**src/rtl/snp_resp_pkg.sv**
```systemverilog
// Shared command codes and command classes for the snoop response tracker.
package snp_resp_pkg;

    localparam int CMD_W = 4;

    // Bus command codes seen on the header cycle.
    localparam logic [CMD_W-1:0] CMD_RD_BLK  = 4'd0;
    localparam logic [CMD_W-1:0] CMD_WR_BLK  = 4'd1;
    localparam logic [CMD_W-1:0] CMD_FL_BLK  = 4'd2;
    localparam logic [CMD_W-1:0] CMD_WR_SGL  = 4'd3;
    localparam logic [CMD_W-1:0] CMD_CWR_SGL = 4'd4;
    localparam logic [CMD_W-1:0] CMD_IO_RD   = 4'd5;
    localparam logic [CMD_W-1:0] CMD_IO_WR   = 4'd6;
    localparam logic [CMD_W-1:0] CMD_BIO_WR  = 4'd7;
    localparam logic [CMD_W-1:0] CMD_DEMAP   = 4'd8;

    // How a request reacts to the snoop answers.
    typedef enum logic [1:0] {
        CLS_NONE   = 2'd0,  // unknown command, not tracked
        CLS_OWNED  = 2'd1,  // reply suppressed by owner, shared copied
        CLS_SHARED = 2'd2,  // always replies, shared copied
        CLS_PLAIN  = 2'd3   // always replies, shared forced low
    } snp_cls_e;

endpackage

```
**src/rtl/snp_cmd_decode.sv**
```systemverilog
// Maps a header command code onto its snoop class.
// Assumes: hdr_cmd is meaningful only while hdr_valid is high.
module snp_cmd_decode
    import snp_resp_pkg::*;
(
    input  logic             hdr_valid,
    input  logic [CMD_W-1:0] hdr_cmd,
    output logic             ent_valid,
    output snp_cls_e         ent_cls
);

    // Classify the command; unknown codes yield no entry.
    always_comb begin
        case (hdr_cmd)
            CMD_RD_BLK:                 ent_cls = CLS_OWNED;
            CMD_WR_SGL, CMD_CWR_SGL:    ent_cls = CLS_SHARED;
            CMD_WR_BLK, CMD_FL_BLK,
            CMD_IO_RD,  CMD_IO_WR,
            CMD_BIO_WR, CMD_DEMAP:      ent_cls = CLS_PLAIN;
            default:                    ent_cls = CLS_NONE;
        endcase
        ent_valid = hdr_valid && (ent_cls != CLS_NONE);
    end

endmodule

```
**src/rtl/snp_delay_line.sv**
```systemverilog
// One-entry-per-cycle delay line of request records with a selectable tap.
// Tap 0 is the live input; tap k is the entry accepted k cycles earlier.
// Assumes: MAX_DLY >= 2; sel is held static while entries are in flight.
module snp_delay_line
    import snp_resp_pkg::*;
#(
    parameter  int TAG_W   = 4,
    parameter  int MAX_DLY = 7,
    localparam int DLY_W   = $clog2(MAX_DLY + 1)
) (
    input  logic             clk,
    input  logic             rst_n,
    input  logic             in_valid,
    input  snp_cls_e         in_cls,
    input  logic [TAG_W-1:0] in_tag,
    input  logic [DLY_W-1:0] sel,
    output logic             out_valid,
    output snp_cls_e         out_cls,
    output logic [TAG_W-1:0] out_tag
);

    logic [MAX_DLY:1]            pv;
    logic [MAX_DLY:1][1:0]       pc;
    logic [MAX_DLY:1][TAG_W-1:0] pt;
    logic [DLY_W-1:0]            tap;

    // Advance every stage by one per cycle; reset empties all stages.
    always_ff @(posedge clk) begin
        if (!rst_n) begin
            pv <= '0;
            pc <= '0;
            pt <= '0;
        end else begin
            pv[1] <= in_valid;
            pc[1] <= in_valid ? in_cls : CLS_NONE;
            pt[1] <= in_valid ? in_tag : '0;
            for (int k = 2; k <= MAX_DLY; k++) begin
                pv[k] <= pv[k-1];
                pc[k] <= pc[k-1];
                pt[k] <= pt[k-1];
            end
        end
    end

    // Clamp out-of-range tap settings to the deepest stage.
    always_comb begin
        tap = (32'(sel) > MAX_DLY) ? DLY_W'(MAX_DLY) : sel;
    end

    // Select the entry whose snoop answer is due this cycle.
    always_comb begin
        if (tap == '0) begin
            out_valid = in_valid;
            out_cls   = in_valid ? in_cls : CLS_NONE;
            out_tag   = in_valid ? in_tag : '0;
        end else begin
            out_valid = pv[tap];
            out_cls   = snp_cls_e'(pc[tap]);
            out_tag   = pt[tap];
        end
    end

endmodule

```
**src/rtl/snp_resp_eval.sv**
```systemverilog
// Combines a due request with the snoop wires sampled this cycle.
// Assumes: owner/shared are valid exactly in the cycle the entry is due.
module snp_resp_eval
    import snp_resp_pkg::*;
#(
    parameter int TAG_W = 4
) (
    input  logic             due_valid,
    input  snp_cls_e         due_cls,
    input  logic [TAG_W-1:0] due_tag,
    input  logic             snp_owner,
    input  logic             snp_shared,
    output logic             rsp_valid,
    output logic             rsp_reply_en,
    output logic             rsp_shared,
    output logic [TAG_W-1:0] rsp_tag
);

    // Decide reply and shared bit from the class; all zero when idle.
    always_comb begin
        rsp_valid    = due_valid;
        rsp_reply_en = 1'b0;
        rsp_shared   = 1'b0;
        rsp_tag      = '0;
        if (due_valid) begin
            rsp_tag = due_tag;
            case (due_cls)
                CLS_OWNED: begin
                    rsp_reply_en = !snp_owner;
                    rsp_shared   = snp_shared;
                end
                CLS_SHARED: begin
                    rsp_reply_en = 1'b1;
                    rsp_shared   = snp_shared;
                end
                CLS_PLAIN: begin
                    rsp_reply_en = 1'b1;
                    rsp_shared   = 1'b0;
                end
                default: begin
                    rsp_reply_en = 1'b0;
                    rsp_shared   = 1'b0;
                end
            endcase
        end
    end

endmodule

```
**src/rtl/snp_resp_tracker.sv**
```systemverilog
// Top of the snoop response tracker: decode, delay line, result evaluation.
// Assumes: cfg_delay changes only while rst_n is low; results are
// combinational in the cycle the snoop answer is sampled.
module snp_resp_tracker
    import snp_resp_pkg::*;
#(
    parameter  int TAG_W   = 4,
    parameter  int MAX_DLY = 7,
    localparam int DLY_W   = $clog2(MAX_DLY + 1)
) (
    input  logic             clk,
    input  logic             rst_n,
    input  logic [DLY_W-1:0] cfg_delay,
    input  logic             hdr_valid,
    input  logic [CMD_W-1:0] hdr_cmd,
    input  logic [TAG_W-1:0] hdr_tag,
    input  logic             snp_owner,
    input  logic             snp_shared,
    output logic             rsp_valid,
    output logic             rsp_reply_en,
    output logic             rsp_shared,
    output logic [TAG_W-1:0] rsp_tag
);

    logic             ent_valid;
    snp_cls_e         ent_cls;
    logic             due_valid;
    snp_cls_e         due_cls;
    logic [TAG_W-1:0] due_tag;

    snp_cmd_decode u_dec (
        .hdr_valid (hdr_valid),
        .hdr_cmd   (hdr_cmd),
        .ent_valid (ent_valid),
        .ent_cls   (ent_cls)
    );

    snp_delay_line #(.TAG_W(TAG_W), .MAX_DLY(MAX_DLY)) u_dly (
        .clk       (clk),
        .rst_n     (rst_n),
        .in_valid  (ent_valid),
        .in_cls    (ent_cls),
        .in_tag    (hdr_tag),
        .sel       (cfg_delay),
        .out_valid (due_valid),
        .out_cls   (due_cls),
        .out_tag   (due_tag)
    );

    snp_resp_eval #(.TAG_W(TAG_W)) u_eval (
        .due_valid    (due_valid),
        .due_cls      (due_cls),
        .due_tag      (due_tag),
        .snp_owner    (snp_owner),
        .snp_shared   (snp_shared),
        .rsp_valid    (rsp_valid),
        .rsp_reply_en (rsp_reply_en),
        .rsp_shared   (rsp_shared),
        .rsp_tag      (rsp_tag)
    );

endmodule

```
**config.mk**
```make
export PLATFORM = sky130hd
export DESIGN_NAME = snp_resp_tracker
export DESIGN_NICKNAME = d
export VERILOG_FILES = /design/src/rtl/snp_resp_pkg.sv /design/src/rtl/snp_cmd_decode.sv /design/src/rtl/snp_delay_line.sv /design/src/rtl/snp_resp_eval.sv /design/src/rtl/snp_resp_tracker.sv
export SDC_FILE = /design/constraint.sdc
export NUM_CORES = 1
export LEC_CHECK = 0
export BUFFER_PORTS_ARGS = -buffer_cell sky130_fd_sc_hd__buf_4
export CAP_MARGIN = 20
export CORE_ASPECT_RATIO = 2
export CORE_MARGIN = 5
export CORE_UTILIZATION = 61
export CTS_CLUSTER_DIAMETER = 80
export DETAILED_ROUTE_END_ITERATION = 10
export PLACE_DENSITY = 0.83
export SETUP_SLACK_MARGIN = 0.5
export SLEW_MARGIN = 20
export SYNTH_ARGS = -nofsm -noshare
export SYNTH_HDL_FRONTEND = slang
export SYNTH_SLANG_ARGS = --single-unit
```
**constraint.sdc**
```tcl
create_clock -name clk -period 2.53 [get_ports clk]
set_input_delay 0.1265 -clock clk [delete_from_list [all_inputs] [get_ports clk]]
set_output_delay 0.1265 -clock clk [all_outputs]
set_load 0.05 [all_outputs]
```
==> out/metrics.yaml <==
global_route:
  grt_max_degree: 44
  grt_usage_pct: 18.38
  grt_pass1_wl_mm: 6.548
  grt_antenna_before_repair: 0
  gr-total-overflow: 0
  grt_pass1_vias: 1370
route:
  drcViolationCount: 0
  dr_total_vias: 1362
  drt_iter0_drc: 19
  post_drt_via_cell_ratio: 5.771
  wl_per_cell_um: 16.86
  drt_wl_total_mm: 3.979
  postRouteAntennaNets: 0
  dr.pass1.iters: 4
sta:
  worst_pin_slew_ns: 0.4862
  final-hold-violation-count: 0
  rsz0062_at_grt: "true"
  final-max-slew-violation-count: 0
  setup-violations-final: 0
  hold-worst-slack_ns: 0.02790
  max_slew_margin_pct: 67.59
  skew_ns: 0.008388
  fin_crit_sh_pct: 84.70
  post-route-min-period_ns: 2.143
  fin_ws_ns: 0.3870
  fmax_mhz: 466.6
  setup_tns_ns: 0
run:
  drv_cap: 0
floorplan:
  die_x_um: 50.60
  core_mm2: 0.003193
  start_util_pct: 62.97
  die_area_mm2: 0.004614
  io_pins: 23
  rows: 29
  die_y_um: 91.19
place:
  pre_cts_slack_ns: 0.2779
  gp_congestion: 0.8224
  hpwl_mm: 2.667
  dpl-instance-area_mm2: 0.002165
  numPortBuffers: 22
layout:
  nNetsFinal: 224
  fin_util_pct: 73.79
  multiInputGateArea_mm2: 0.001047
  fillers: 215
  insertedDiodeCount: 0
  fin_area_mm2: 0.002356
  syn_to_final_growth_pct: 17.17
  drive_gt1_share_pct: 29.76
  seqCellArea_um2: 984.7
logic_synthesis:
  synth_flop_cell: "dfxtp_1"
  yosysTopAreaCell: "dfxtp_1"
  yosysSeqAreaShare_pct: 48.79
  synth.top_cell.area_share_pct: 48.79
  synth_area_leaders: "dfxtp_1 (49%), and2_1 (14%), mux2i_1 (4.5%), mux4_2 (4.5%), ha_1 (2.5%)"
  syn-num-nets: 204
  yosysWarnings: 0
  synth_edf_count: 0
  synthArstFlopShare_pct: 0
  avgSynthCellArea_um2: 10.93
  synth_area_mm2: 0.002011
  synth_cell_type_count: 38
  synth_cells: 184
  ys_seq_elements: 49
clock_tree:
  hold_buffers: 0
  cts_sinks: 49
  clockBufferDepth: 2
  tritoncts: "built"
  numCtsBuffers: 5
  path_clk_slew_ns: 0.09
  root_buffer: "clkbuf_8"
  clk_latency_ns: 0.31
  htree_levels: 2
power:
  power_frac_seq_pct: 56.5
  p_sw_uw: 352.3
  p_leak_nw: 0.9652
  combPwrFrac_pct: 11.2
  pwr-share-clk_pct: 32.2
  peakVddDrop_v: 0.0004786
  swShare_pct: 25.33
  power.density_mw_per_mm2: 590.3
  internal_power_mw: 1.038
setup_path:
  required_ns: 2.40
  crit_type: "register to output pin"
  crit_path_top_delay_cell: "mux4_2"
  cp-start-kind: "register"
  crit_fanout: 3
  slowest_delay_ns: 0.45
  crit_path_end_kind: "output pin"
  worst-path-buf-inv: 1
  path_cells: "mux4_2 -> nand2b_4 -> o221a_4 -> ha_4 -> a211oi_4 -> nor3_4 -> buf_6"
  critPathTopFamily: "multiplexers"
  worst-endpoint-arrival_ns: 2.02
min_path:
  min_path_type: "primary input to register"
outcome:
  status: "completed"
[path summary, 6_finish.rpt]
path	from	end	slack (ns)	cells after the start
setup / recovery	u_dly.pc[3]	rsp_reply_en	0.39	7
hold / removal	hdr_tag[2]	u_dly.pt[2]	0.03	2
setup reg to reg	u_dly.pv[1]	u_dly.pv[2]	1.96	1
hold reg to reg	u_dly.pv[3]	u_dly.pv[4]	0.46	1
[kinds of logic (layout without fill, tap and decap cells)]
| logic type | after synthesis | in the layout | synth area share (%) |
|---|---|---|---|
| flip-flops | 49 | 49 | 48.79 |
| AO/OA/AOI/OAI | 21 | 21 | 9.085 |
| adder cells (fa/ha/maj) | 4 | 4 | 2.489 |
| multiplexers | 16 | 16 | 10.64 |
| buffers and inverters | 14 | 35 | 4.044 |
| AND/OR/NAND/NOR | 80 | 80 | 24.95 |
[Yosys cell counts (4+ instances only)]
library cell  count
clkbuf_1          4
and2_1           46
mux2i_1           9
mux4_2            4
nor3b_1           4
ha_1              4
nor3_2            4
nand2_1           5
a211oi_1          4
nor2_1            6
a31oi_1           6
dfxtp_1          49
[cell usage in the layout, fill, tap and decap left out, types with 2 or more instances in the layout]
cell type and n:
a211oi_1 3, a21oi_1 2, a31oi_1 6, and2_1 46, and3_1 2, buf_4 22, buf_6 2, clkbuf_8 5
clkinv_2 2, dfxtp_1 46, dfxtp_2 3, ha_4 2, inv_2 2, mux2_1 2, mux2i_1 9, mux4_2 4
nand2_1 4, nand4_1 2, nor2_1 6, nor2b_1 3, nor3_2 3, nor3b_1 4, o221a_4 2, o22ai_1 2
[registers in the layout, summed over array words and instances (netlist names)]
name / count
u_dly.pt: 28
u_dly.pc: 14
u_dly.pv: 7
[stage by stage]
step           power, mW  std cells
2_1_floorplan     0.9015        184
3_3_place_gp      0.9390        227
3_5_place_dp      0.9422        227
4_1_cts            1.392        236
5_1_grt            1.441        236
6_report           1.391        236
[power groups by stage]
| stage | clock (mW) | combinational [mW] | sequential [mW] |
|---|---|---|---|
| after floorplan | 0 | 0.0992 | 0.802 |
| after CTS | 0.454 | 0.152 | 0.786 |
| after detailed placement | 0 | 0.138 | 0.804 |
| after global placement | 0 | 0.136 | 0.803 |
| final | 0.448 | 0.156 | 0.786 |
| after global routing | 0.486 | 0.167 | 0.788 |
[area by class of cell]
class,instances,share of cell area [%]
clock inverter,3,0.7435
clock buffer,5,2.921
inverter,3,0.4780
sequential,49,41.79
multi-input combinational,121,44.45
timing repair buffer,24,7.966
tap,31,1.646
[routing by layer]
layer | routed length (µm) | share of wire, % | vias to the layer above | global-route usage [%]
met3 | 151 | 3.8 | 8 | 3.607
met1 | 1627 | 41 | 644 | 22.04
met5 | 0 | 0 | - | 0
met4 | 82 | 2.1 | 0 | 9.595
met2 | 2117 | 53 | 40 | 29.98
li1 | - | - | 670 | -
[repair_timing]
item	4_1_cts	5_1_grt
setup endpoints to repair	2	2
cloned	0	0
gates resized for setup	13	5
setup buffers	1	0
pin swaps	5	2
No activity file was read; power rests on OpenSTA's default activity.
